File: config.mk
export PLATFORM = sky130hd
export DESIGN_NAME = ddr_burst_colgen
export DESIGN_NICKNAME = d
export VERILOG_FILES = /design/src/rtl/colgen_pkg.sv /design/src/rtl/burst_len_decode.sv /design/src/rtl/burst_lane.sv /design/src/rtl/ddr_burst_colgen.sv
export SDC_FILE = /design/constraint.sdc
export NUM_CORES = 1
export LEC_CHECK = 0
export BUFFER_PORTS_ARGS = -buffer_cell sky130_fd_sc_hd__buf_2
export CORE_MARGIN = 3
export CORE_UTILIZATION = 30
export CTS_BUF_LIST = sky130_fd_sc_hd__clkbuf_4
export CTS_CLUSTER_SIZE = 16
export DETAILED_ROUTE_END_ITERATION = 8
export HOLD_SLACK_MARGIN = 0.12
export MAX_ROUTING_LAYER = met4
export SLEW_MARGIN = 5
export SYNTH_ARGS = -nofsm -noshare
export SYNTH_HDL_FRONTEND = slang
export SYNTH_SLANG_ARGS = --single-unit
File: constraint.sdc
create_clock -name clk -period 1.61 [get_ports clk]
set_input_delay 0.322 -clock clk [delete_from_list [all_inputs] [get_ports clk]]
set_output_delay 0.322 -clock clk [all_outputs]
set_load 0.01 [all_outputs]
File: src/rtl/colgen_pkg.sv
package colgen_pkg;

    // Beat index width inside the largest (8-beat) burst
    localparam int unsigned OFS_W  = 3;
    // Pair index width: two beats per clock
    localparam int unsigned PAIR_W = OFS_W - 1;

    typedef enum logic [1:0] {
        BL_RSVD  = 2'b00,
        BL_TWO   = 2'b01,
        BL_FOUR  = 2'b10,
        BL_EIGHT = 2'b11
    } bl_code_e;

    typedef enum logic {
        ORD_SEQ = 1'b0,
        ORD_XOR = 1'b1
    } order_e;

endpackage

File: src/rtl/burst_len_decode.sv
module burst_len_decode
    import colgen_pkg::*;
(
    input  bl_code_e           code,
    output logic               code_ok,
    output logic [OFS_W-1:0]   beat_mask,
    output logic [PAIR_W-1:0]  final_pair
);

    always_comb begin
        code_ok    = 1'b1;
        beat_mask  = '0;
        final_pair = '0;
        case (code)
            BL_TWO: begin
                beat_mask  = 3'b001;
                final_pair = 2'd0;
            end
            BL_FOUR: begin
                beat_mask  = 3'b011;
                final_pair = 2'd1;
            end
            BL_EIGHT: begin
                beat_mask  = 3'b111;
                final_pair = 2'd3;
            end
            default: code_ok = 1'b0;
        endcase
    end

endmodule

File: src/rtl/burst_lane.sv
module burst_lane
    import colgen_pkg::*;
#(
    parameter int unsigned COL_W = 10
) (
    input  logic [COL_W-1:0] base,
    input  logic [OFS_W-1:0] mask,
    input  logic [OFS_W-1:0] beat,
    input  order_e           order,
    output logic [COL_W-1:0] addr
);

    logic [OFS_W-1:0] low;
    logic [OFS_W-1:0] moved;

    always_comb begin
        low = base[OFS_W-1:0];
        if (order == ORD_XOR) begin
            moved = low ^ beat;
        end else begin
            moved = low + beat;
        end
        addr              = base;
        addr[OFS_W-1:0]   = (low & ~mask) | (moved & mask);
    end

endmodule

File: src/rtl/ddr_burst_colgen.sv
module ddr_burst_colgen
    import colgen_pkg::*;
#(
    parameter int unsigned COL_W = 10
) (
    input  logic             clk,
    input  logic             rst_n,
    input  logic             start,
    input  logic [COL_W-1:0] start_col,
    input  logic [1:0]       bl_sel,
    input  logic             burst_il,
    output logic             beat_vld,
    output logic [COL_W-1:0] col_even,
    output logic [COL_W-1:0] col_odd,
    output logic             last_pair
);

    localparam int unsigned LANES = 2;

    typedef struct packed {
        logic              active;
        logic [COL_W-1:0]  base;
        logic [OFS_W-1:0]  mask;
        logic [PAIR_W-1:0] last_idx;
        logic [PAIR_W-1:0] pair;
        order_e            order;
    } state_t;

    state_t st_d, st_q;

    logic              dec_ok;
    logic [OFS_W-1:0]  dec_mask;
    logic [PAIR_W-1:0] dec_last;
    logic              is_last;
    logic [COL_W-1:0]  lane_addr [LANES];

    burst_len_decode u_dec (
        .code       (bl_code_e'(bl_sel)),
        .code_ok    (dec_ok),
        .beat_mask  (dec_mask),
        .final_pair (dec_last)
    );

    for (genvar g = 0; g < LANES; g++) begin : g_lane
        logic [OFS_W-1:0] beat_idx;
        assign beat_idx = {st_q.pair, 1'(g)};
        burst_lane #(.COL_W(COL_W)) u_lane (
            .base  (st_q.base),
            .mask  (st_q.mask),
            .beat  (beat_idx),
            .order (st_q.order),
            .addr  (lane_addr[g])
        );
    end

    assign is_last = st_q.active && (st_q.pair == st_q.last_idx);

    always_comb begin
        st_d = st_q;
        if (start && dec_ok) begin
            st_d.active   = 1'b1;
            st_d.base     = start_col;
            st_d.mask     = dec_mask;
            st_d.last_idx = dec_last;
            st_d.pair     = '0;
            st_d.order    = order_e'(burst_il);
        end else if (st_q.active) begin
            if (is_last) begin
                st_d.active = 1'b0;
                st_d.pair   = '0;
            end else begin
                st_d.pair   = st_q.pair + 1'b1;
            end
        end
    end

    always_ff @(posedge clk) begin
        if (!rst_n) begin
            st_q <= '0;
        end else begin
            st_q <= st_d;
        end
    end

    assign beat_vld  = st_q.active;
    assign last_pair = is_last;
    assign col_even  = st_q.active ? lane_addr[0] : '0;
    assign col_odd   = st_q.active ? lane_addr[1] : '0;

endmodule

==> run summary, run 1 <==
Fin Hold WS = 246.5 ps
compound-gate portion of the synthesized area = 19.11%
PortBufs = 37
Cell variety after synth = 29
Syn Std Cell Area = 0.001008 mm^2
pwr dens = 713.0 mW/mm^2
Vias/cell = 4.493
cell-internal power = 669.6 uW
Worst Reg-to-Reg Cells = 5
worst skew pair latency = 290 ps
root buffer cell = clkbuf_4
Die Y = 63.98 um
VDD IR max = 0.0002937 V
XOR/XNOR Fraction of Synth Area = 3.474%
RSZ-0062 raised after global routing = true
Psw = 244.7 uW
adder-cell area share of the yosys netlist = 3.226%
die area = 0.004093 mm^2
CTS tree = yes
n_diodes = 0
final setup margin = -433.5 ps
pin count of the biggest net entering global routing = 19
Post-Synth Simple-Gate Area = 25.68%
Final nets = 180
#FFs+latches synth = 18
Startpoint Class = register
HP Start = start_col[0]
first-pass GRT wire length = 3.801 mm
CP required = 1290 ps
critical-path maximum fanout = 2
TNS Setup = -1264 ps
Worst-Margin Slew = 324.1 ps
core area = 0.003128 mm^2
Hold EP = st_q[8]
layout cells sized above 1 = 37.89%
CP Capture Type = output port
H-tree depth = 1
main combinational cell family by area after synthesis = simple AND/OR/NAND/NOR gates
vias in the first global route = 893
Crit-path slowest cell = fa_2
multiplexer area fraction after synthesis = 1.985%
# hold bufs at CTS = 0
Die X = 63.98 um
drt total wl = 2.192 mm
Worst EP arrival = 1720 ps
CTS Buffer Depth = 2
Rel. slew slack = 78.39%
Reg clk slew, reported paths = 100 ps
DP Worst Slack = -127.7 ps
Setup Skew = 4.150 ps
P&R area growth vs syn = 27.17%
Vias = 921
Crit Path Class = register to output port
max-slew violation count = 0
Comb pwr share = 18.9%
status = finished, violations left
drt first pass iters = 4
maximum clock frequency = 489.4 MHz
wire per inst = 10.69 um
post-DP HPWL = 1.701 mm
Remaining DRCs = 0
CP max stage delay = 380 ps
Synth Instances = 125
Yosys Warn Count = 0
leak pwr = 0.5978 nW
register-to-register path setup slack = 520 ps
Worst Hold Class = primary input to register
placed cell count = 200
Boundary Pins = 38
crit path cell chain = inv_2 > fa_2 > o21a_1 > o21ai_2 > mux2i_1 > buf_2
clock share of power = 27.4%
initial antenna violation count = 0
number of setup violations in the final report = 5
failing checks = negative setup slack
r2r startpoint = g_lane[0].beat_idx[1]
worst r2r dst = g_lane[0].beat_idx[2]
Period minus WS final = 2043 ps
Switching Share = 26.77%
Post-DRT Antenna Nets = 0
Syn Area/Cell = 8.068 um^2
Post-Synthesis Net Count = 143
clock buffer count from CTS = 3
final non-filler cell total = 205
Final Hold Viols = 0
Seq/Total Area, Yosys = 35.73%
Flop pwr share = 53.7%
final period utilization = 126.9%
gpl congestion = 0.7662
GR Overflow Total = 0
DRT iter0 DRCs = 16
Worst Hold Depth = 3
GRT Total Usage = 11.88%
row count = 20
number of max-cap violations = 0
initial core utilization = 32.24%
CTS Sinks = 18
per-stage QoR:
| step | power [mW] | area (um^2) | util, % |
|---|---|---|---|
| floorplan | 0.6012 | 1017 | - |
| detailed placement | 0.6668 | 1216 | 38.88 |
| global placement | 0.6614 | 1216 | 38.88 |
| CTS | 0.9239 | 1270 | 40.60 |
| global route | 0.9749 | 1282 | 41.00 |
| finish | 0.9144 | 1282 | 41.00 |
critical path, delay by kind of cell, from the launching register on:
kind,cells,cell delay [ps]
AO/OA/AOI/OAI,2,320
flip-flops,1,350
multiplexers,1,200
adder cells (fa/ha/maj),1,380
buffers and inverters,2,190
per-layer routing:
layer  wire length [um]  share of wire (%)  vias to the layer above  global-route usage, %
met2               1094                 50                       21                  21.94
li1                   -                  -                      473                      -
met4                 29                1.3                        0                  3.235
met1                966                 44                      422                  12.41
met5                  0                  0                        -                      -
met3                102                4.7                        5                  2.988
worst max path at each step:
stage / startpoint / to / cells after the start
finish: st_q[9] / col_odd[2] / 6
global route: st_q[9] / col_odd[2] / 6
CTS: st_q[9] / col_odd[2] / 6
detailed placement: st_q[9] / col_odd[2] / 6
global placement: st_q[9] / col_odd[2] / 6
floorplan: st_q[9] / col_odd[2] / 5
area by class of cell:
type / count / area [um^2]
Fill cell: 341 / 1846
Timing Repair Buffer: 45 / 256.5
Multi-Input combinational cell: 90 / 558.0
Tap cell: 44 / 55.05
Inverter: 4 / 15.01
Clock buffer: 4 / 30.03
Sequential cell: 18 / 367.9
cell usage in the layout (no fill, tap or decap), types with 3 or more instances in the layout:
cell / Yosys / routed
nand2_1: 33 / 33
buf_6: 2 / 3
a21boi_0: 6 / 4
dfxtp_1: 18 / 14
dfxtp_2: 0 / 3
buf_2: 2 / 37
nand2b_1: 3 / 3
clkbuf_4: 0 / 4
a21boi_1: 10 / 12
inv_2: 0 / 3
and2_1: 11 / 11
buf_4: 7 / 5
xor2_1: 3 / 3
cell families after synthesis:
kind of cell | after synthesis
AO/OA/AOI/OAI | 27
XOR/XNOR | 4
adder cells (fa/ha/maj) | 2
buffers and inverters | 17
flip-flops | 18
multiplexers | 2
AND/OR/NAND/NOR | 55
power by group through the flow:
stage,Combinational [mW],Clock (mW),Sequential (mW)
2_1_floorplan,0.105,0,0.497
3_3_place_gp,0.163,0,0.499
3_5_place_dp,0.166,0,0.501
4_1_cts,0.172,0.261,0.491
5_1_grt,0.195,0.284,0.496
6_report,0.173,0.251,0.491
state kept, by name, summed over array words and instances (netlist names):
name	count
beat_vld	1
g_lane.beat_idx	2
st_q	15
Yosys cell counts:
cell type | number | area (um^2)
nand2_1 | 33 | 123.9
dfxtp_1 | 18 | 360.4
and2_1 | 11 | 68.82
a21boi_1 | 10 | 75.07
buf_4 | 7 | 52.55
a21boi_0 | 6 | 45.04
o21ai_0 | 5 | 25.02
inv_1 | 4 | 15.01
nand2b_1 | 3 | 18.77
xor2_1 | 3 | 26.28
buf_2 | 2 | 10.01
buf_6 | 2 | 22.52
mux2i_1 | 2 | 20.02
nor2_1 | 2 | 7.510
nor3_1 | 2 | 10.01
o21a_1 | 2 | 15.01
a311oi_1 | 1 | 8.760
a31oi_1 | 1 | 6.260
clkbuf_1 | 1 | 3.750
clkbuf_2 | 1 | 5.000
fa_1 | 1 | 20.02
ha_1 | 1 | 12.51
nand3_1 | 1 | 5.000
nand4bb_1 | 1 | 11.26
nor2b_1 | 1 | 6.260
nor3b_1 | 1 | 7.510
o21a_2 | 1 | 8.760
o21ai_2 | 1 | 8.760
xnor2_1 | 1 | 8.760
what timing repair did:
| action | in CTS | in global routing |
|---|---|---|
| endpoints found under the setup margin | 5 | 21 |
| gates resized for setup | 9 | 4 |
| endpoints found under the hold margin | 0 | 0 |
| buffers inserted | 0 | 2 |
| pin swaps | 2 | 3 |
| cloned | 0 | 0 |
(Power assumes the default switching activity.)
==> run 2, diff against run 1 <==
- clock period: 1.61 -> 2.05 ns (I/O delays scaled with it)
==> run summary, run 2 (synthesis results as in run 1) <==
Crit Path Class = register to output port
clock buffer count from CTS = 3
register-to-register path setup slack = 1000 ps
die area = 0.004093 mm^2
most frequent cells in the layout = buf_2, nand2_1, dfxtp_1
final setup margin = -51.11 ps
Boundary Pins = 38
Levels on crit path = 6
DP Area = 0.001177 mm^2
Post-DRT Antenna Nets = 0
Final Hold Viols = 0
Die Y = 63.98 um
final period utilization = 102.5%
Reg area = 364.1 um^2
CTS Sinks = 18
top cell family by delay on the critical path = adder cells
critical-path maximum fanout = 2
Worst Hold Depth = 3
max FFs per register = 15
CP max stage delay = 380 ps
VDD IR max = 0.0002300 V
layout cells sized above 1 = 35.26%
HP Start = start_col[0]
drt first pass iters = 4
DRT iter0 DRCs = 20
pwr dens = 549.3 mW/mm^2
drt total wl = 2.254 mm
Filler cells = 328
Crit-path slowest cell = fa_2
Remaining DRCs = 0
final non-filler cell total = 200
P&R area growth vs syn = 22.95%
CP required = 1640 ps
gpl congestion = 0.7904
Period minus WS final = 2101 ps
H-tree depth = 1
PortBufs = 37
CP Buf/Inv Count = 2
row count = 20
status = finished, violations left
Worst EP arrival = 1690 ps
power after layout = 681.1 uW
Setup Skew = 0.3965 ps
leak pwr = 0.5715 nW
CP Capture Type = output port
Worst-Margin Slew = 568.7 ps
GR Overflow Total = 0
RSZ-0062 raised after global routing = true
maximum clock frequency = 475.9 MHz
Crit. Startpoint = st_q[9]
CTS Buffer Depth = 2
number of max-cap violations = 0
Largest Register = st_q
Final nets = 176
most common cell after layout, fill and taps aside = buf_2
Vias/cell = 4.540
post-DP HPWL = 1.645 mm
worst skew pair latency = 280 ps
failing checks = negative setup slack
max-slew violation count = 0
CTS tree = yes
post-route cell area = 0.001240 mm^2
vias in the first global route = 818
area of the multi-input gates = 564.3 um^2
core area = 0.003128 mm^2
first-pass GRT wire length = 3.608 mm
Worst Hold Class = primary input to register
n_diodes = 0
Final Util = 39.64%
GRT Total Usage = 11.15%
Vias = 908
wire per inst = 11.27 um
Reg clk slew, reported paths = 100 ps
r2r startpoint = st_q[7]
Die X = 63.98 um
Rel. slew slack = 62.08%
Fin Hold WS = 344.2 ps
Worst Reg-to-Reg Cells = 3
initial antenna violation count = 0
placed cell count = 196
root buffer cell = clkbuf_4
initial core utilization = 32.24%
pin count of the biggest net entering global routing = 21
crit path cell chain = inv_2 > fa_2 > o21a_1 > o21ai_2 > mux2i_1 > buf_2
Startpoint Class = register
number of setup violations in the final report = 1
-- run 2: stage by stage --
| step | worst slack [ps] | setup TNS (ps) |
|---|---|---|
| after detailed placement | 88.30 | 0 |
| after floorplan | 76.75 | 0 |
| final | -51.11 | -51.11 |
| after CTS | -63.91 | -63.91 |
| after global routing | -159.5 | -224.6 |
| after global placement | 116.5 | 0 |
-- run 2: worst paths after layout --
check	endpoint
setup / recovery	col_odd[2]
setup reg to reg	g_lane[0].beat_idx[2]
hold / removal	st_q[8]
hold reg to reg	st_q[12]
-- run 2: final cells by class --
cell class | count | area share, %
tap | 44 | 4.440
timing repair buffer | 41 | 17.66
clock buffer | 3 | 1.816
inverter | 4 | 1.211
sequential | 18 | 29.36
multi-input combinational | 90 | 45.51
-- run 2: timing repair --
| action | 4_1_cts | 5_1_grt |
|---|---|---|
| pin swaps | 2 | 2 |
| hold buffers | 0 | 0 |
| setup buffers | 1 | 0 |
| gates resized for setup | 8 | 7 |
| setup endpoints to repair | 3 | 3 |
| endpoints found under the hold margin | 0 | 0 |
-- run 2: where the power goes --
group | internal [mW] | total (mW) | switching [mW]
registers | 0.370 | 0.384 | 0.0142
logic | 0.0587 | 0.128 | 0.0690
clock network | 0.0681 | 0.169 | 0.101
total | 0.497 | 0.681 | 0.185
-- run 2: layer usage --
layer | vias up | GRT usage, % | share of wire [%]
met5 | - | - | 0
li1 | 464 | - | -
met4 | 0 | 3.235 | 0.27
met3 | 2 | 1.582 | 5.5
met2 | 28 | 18.19 | 48
met1 | 414 | 14.30 | 46
-- run 2: worst reg2reg max path, delay by kind of cell (launching register included) --
kind,cells,cell delay [ps]
AO/OA/AOI/OAI,2,320
AND/OR/NAND/NOR,1,150
flip-flops,1,500
==> run 3, diff against run 2 <==
- clock period: 2.05 -> 1.78 ns (I/O delays scaled with it)
==> run summary, run 3 (synthesis results as in run 1) <==
status = finished, violations left
number of max-cap violations = 0
die area = 0.004093 mm^2
DP Area = 0.001204 mm^2
core area = 0.003128 mm^2
initial antenna violation count = 0
post-route cell area = 0.001254 mm^2
# hold bufs at CTS = 0
first-pass GRT wire length = 3.850 mm
clock buffer count from CTS = 3
final non-filler cell total = 203
Startpoint Class = register
root buffer cell = clkbuf_4
Reg area = 365.4 um^2
Die Y = 63.98 um
failing checks = negative setup slack
Worst-Margin Slew = 348.2 ps
maximum clock frequency = 494.7 MHz
CP Capture Type = output port
Vias = 892
Boundary Pins = 38
number of setup violations in the final report = 3
gpl congestion = 0.7870
most frequent cells in the layout = buf_2, nand2_1, dfxtp_1
Final nets = 179
Crit Path Class = register to output port
VDD IR max = 0.0005110 V
final period utilization = 113.6%
RSZ-0062 raised after global routing = true
CTS Sinks = 18
TNS Setup = -516.8 ps
GR Overflow Total = 0
Crit-path slowest cell = fa_2
leak pwr = 0.5844 nW
PortBufs = 37
post-DP HPWL = 1.687 mm
most common cell after layout, fill and taps aside = buf_2
Post-DRT Antenna Nets = 0
CP required = 1420 ps
Setup Skew = 0.1895 ps
drt first pass iters = 6
critical-path maximum fanout = 2
Rel. slew slack = 76.79%
initial core utilization = 32.24%
final setup margin = -241.3 ps
Fin Hold WS = 303.1 ps
top cell family by delay on the critical path = adder cells
n_diodes = 0
CTS Buffer Depth = 2
Final Hold Viols = 0
vias in the first global route = 871
Worst Hold Class = primary input to register
crit path cell chain = inv_2 > fa_2 > o21a_1 > o21ai_2 > mux2i_1 > buf_2
max-slew violation count = 0
pin count of the biggest net entering global routing = 19
H-tree depth = 1
placed cell count = 199
worst skew pair latency = 280 ps
pwr dens = 628.3 mW/mm^2
Remaining DRCs = 0
Largest Register = st_q
row count = 20
Worst EP arrival = 1670 ps
Die X = 63.98 um
layout cells sized above 1 = 35.85%
CTS tree = yes
DRT iter0 DRCs = 32
Reg clk slew, reported paths = 90 ps
Filler cells = 344
max FFs per register = 15
CP max stage delay = 380 ps
area of the multi-input gates = 558.0 um^2
Vias/cell = 4.394
wire per inst = 10.80 um
P&R area growth vs syn = 24.32%
Final Util = 40.08%
CP Buf/Inv Count = 2
Period minus WS final = 2021 ps
drt total wl = 2.192 mm
GRT Total Usage = 12.05%
[run 3: cell types whose count changed in the layout (fill, tap and decap cells not counted), sizes merged]
cell	change
buf	+3
[run 3: power breakdown]
group,total (mW),internal [mW],switching (mW)
sequential,0.445,0.426,0.0189
clock,0.190,0.0785,0.112
combinational,0.153,0.0745,0.0783
[run 3: path summary, 6_finish.rpt]
path / from / to / slack, ps / cells past startpoint
setup / recovery: g_lane[0].beat_idx[1] / col_odd[2] / -240 / 6
hold / removal: start_col[2] / st_q[10] / 300 / 3
setup reg to reg: g_lane[0].beat_idx[1] / beat_vld / 710 / 5
hold reg to reg: st_q[12] / st_q[12] / 450 / 2
[run 3: timing repair]
| action | 4_1_cts | 5_1_grt |
|---|---|---|
| buffers inserted | 0 | 1 |
| cloned | 0 | 0 |
| gates resized for setup | 8 | 3 |
| endpoints found under the setup margin | 4 | 5 |
| pin swaps | 3 | 4 |
[run 3: final cells by class]
class / count / share of cell area [%]
sequential: 18 / 29.14
inverter: 4 / 1.198
timing repair buffer: 44 / 18.96
clock buffer: 3 / 1.796
tap: 44 / 4.391
multi-input combinational: 90 / 44.51
[run 3: per-layer routing]
| layer | track usage, % | part of all wire (%) |
|---|---|---|
| met3 | 2.812 | 6.0 |
| met5 | - | 0 |
| met1 | 14.16 | 45 |
| met2 | 20.52 | 49 |
| met4 | 3.235 | 0.68 |
[run 3: metrics by stage]
step	worst slack [ps]	power, mW
floorplan	27.72	0.5434
global placement	37.64	0.5943
detailed placement	27.65	0.5981
CTS	-261.5	0.7931
global route	-332.3	0.8390
finish	-241.3	0.7877
[run 3: worst min-delay path, cell delays in order]
cell and delay [ps]:
buf_2 100, nand2_1 40, a21boi_1 50
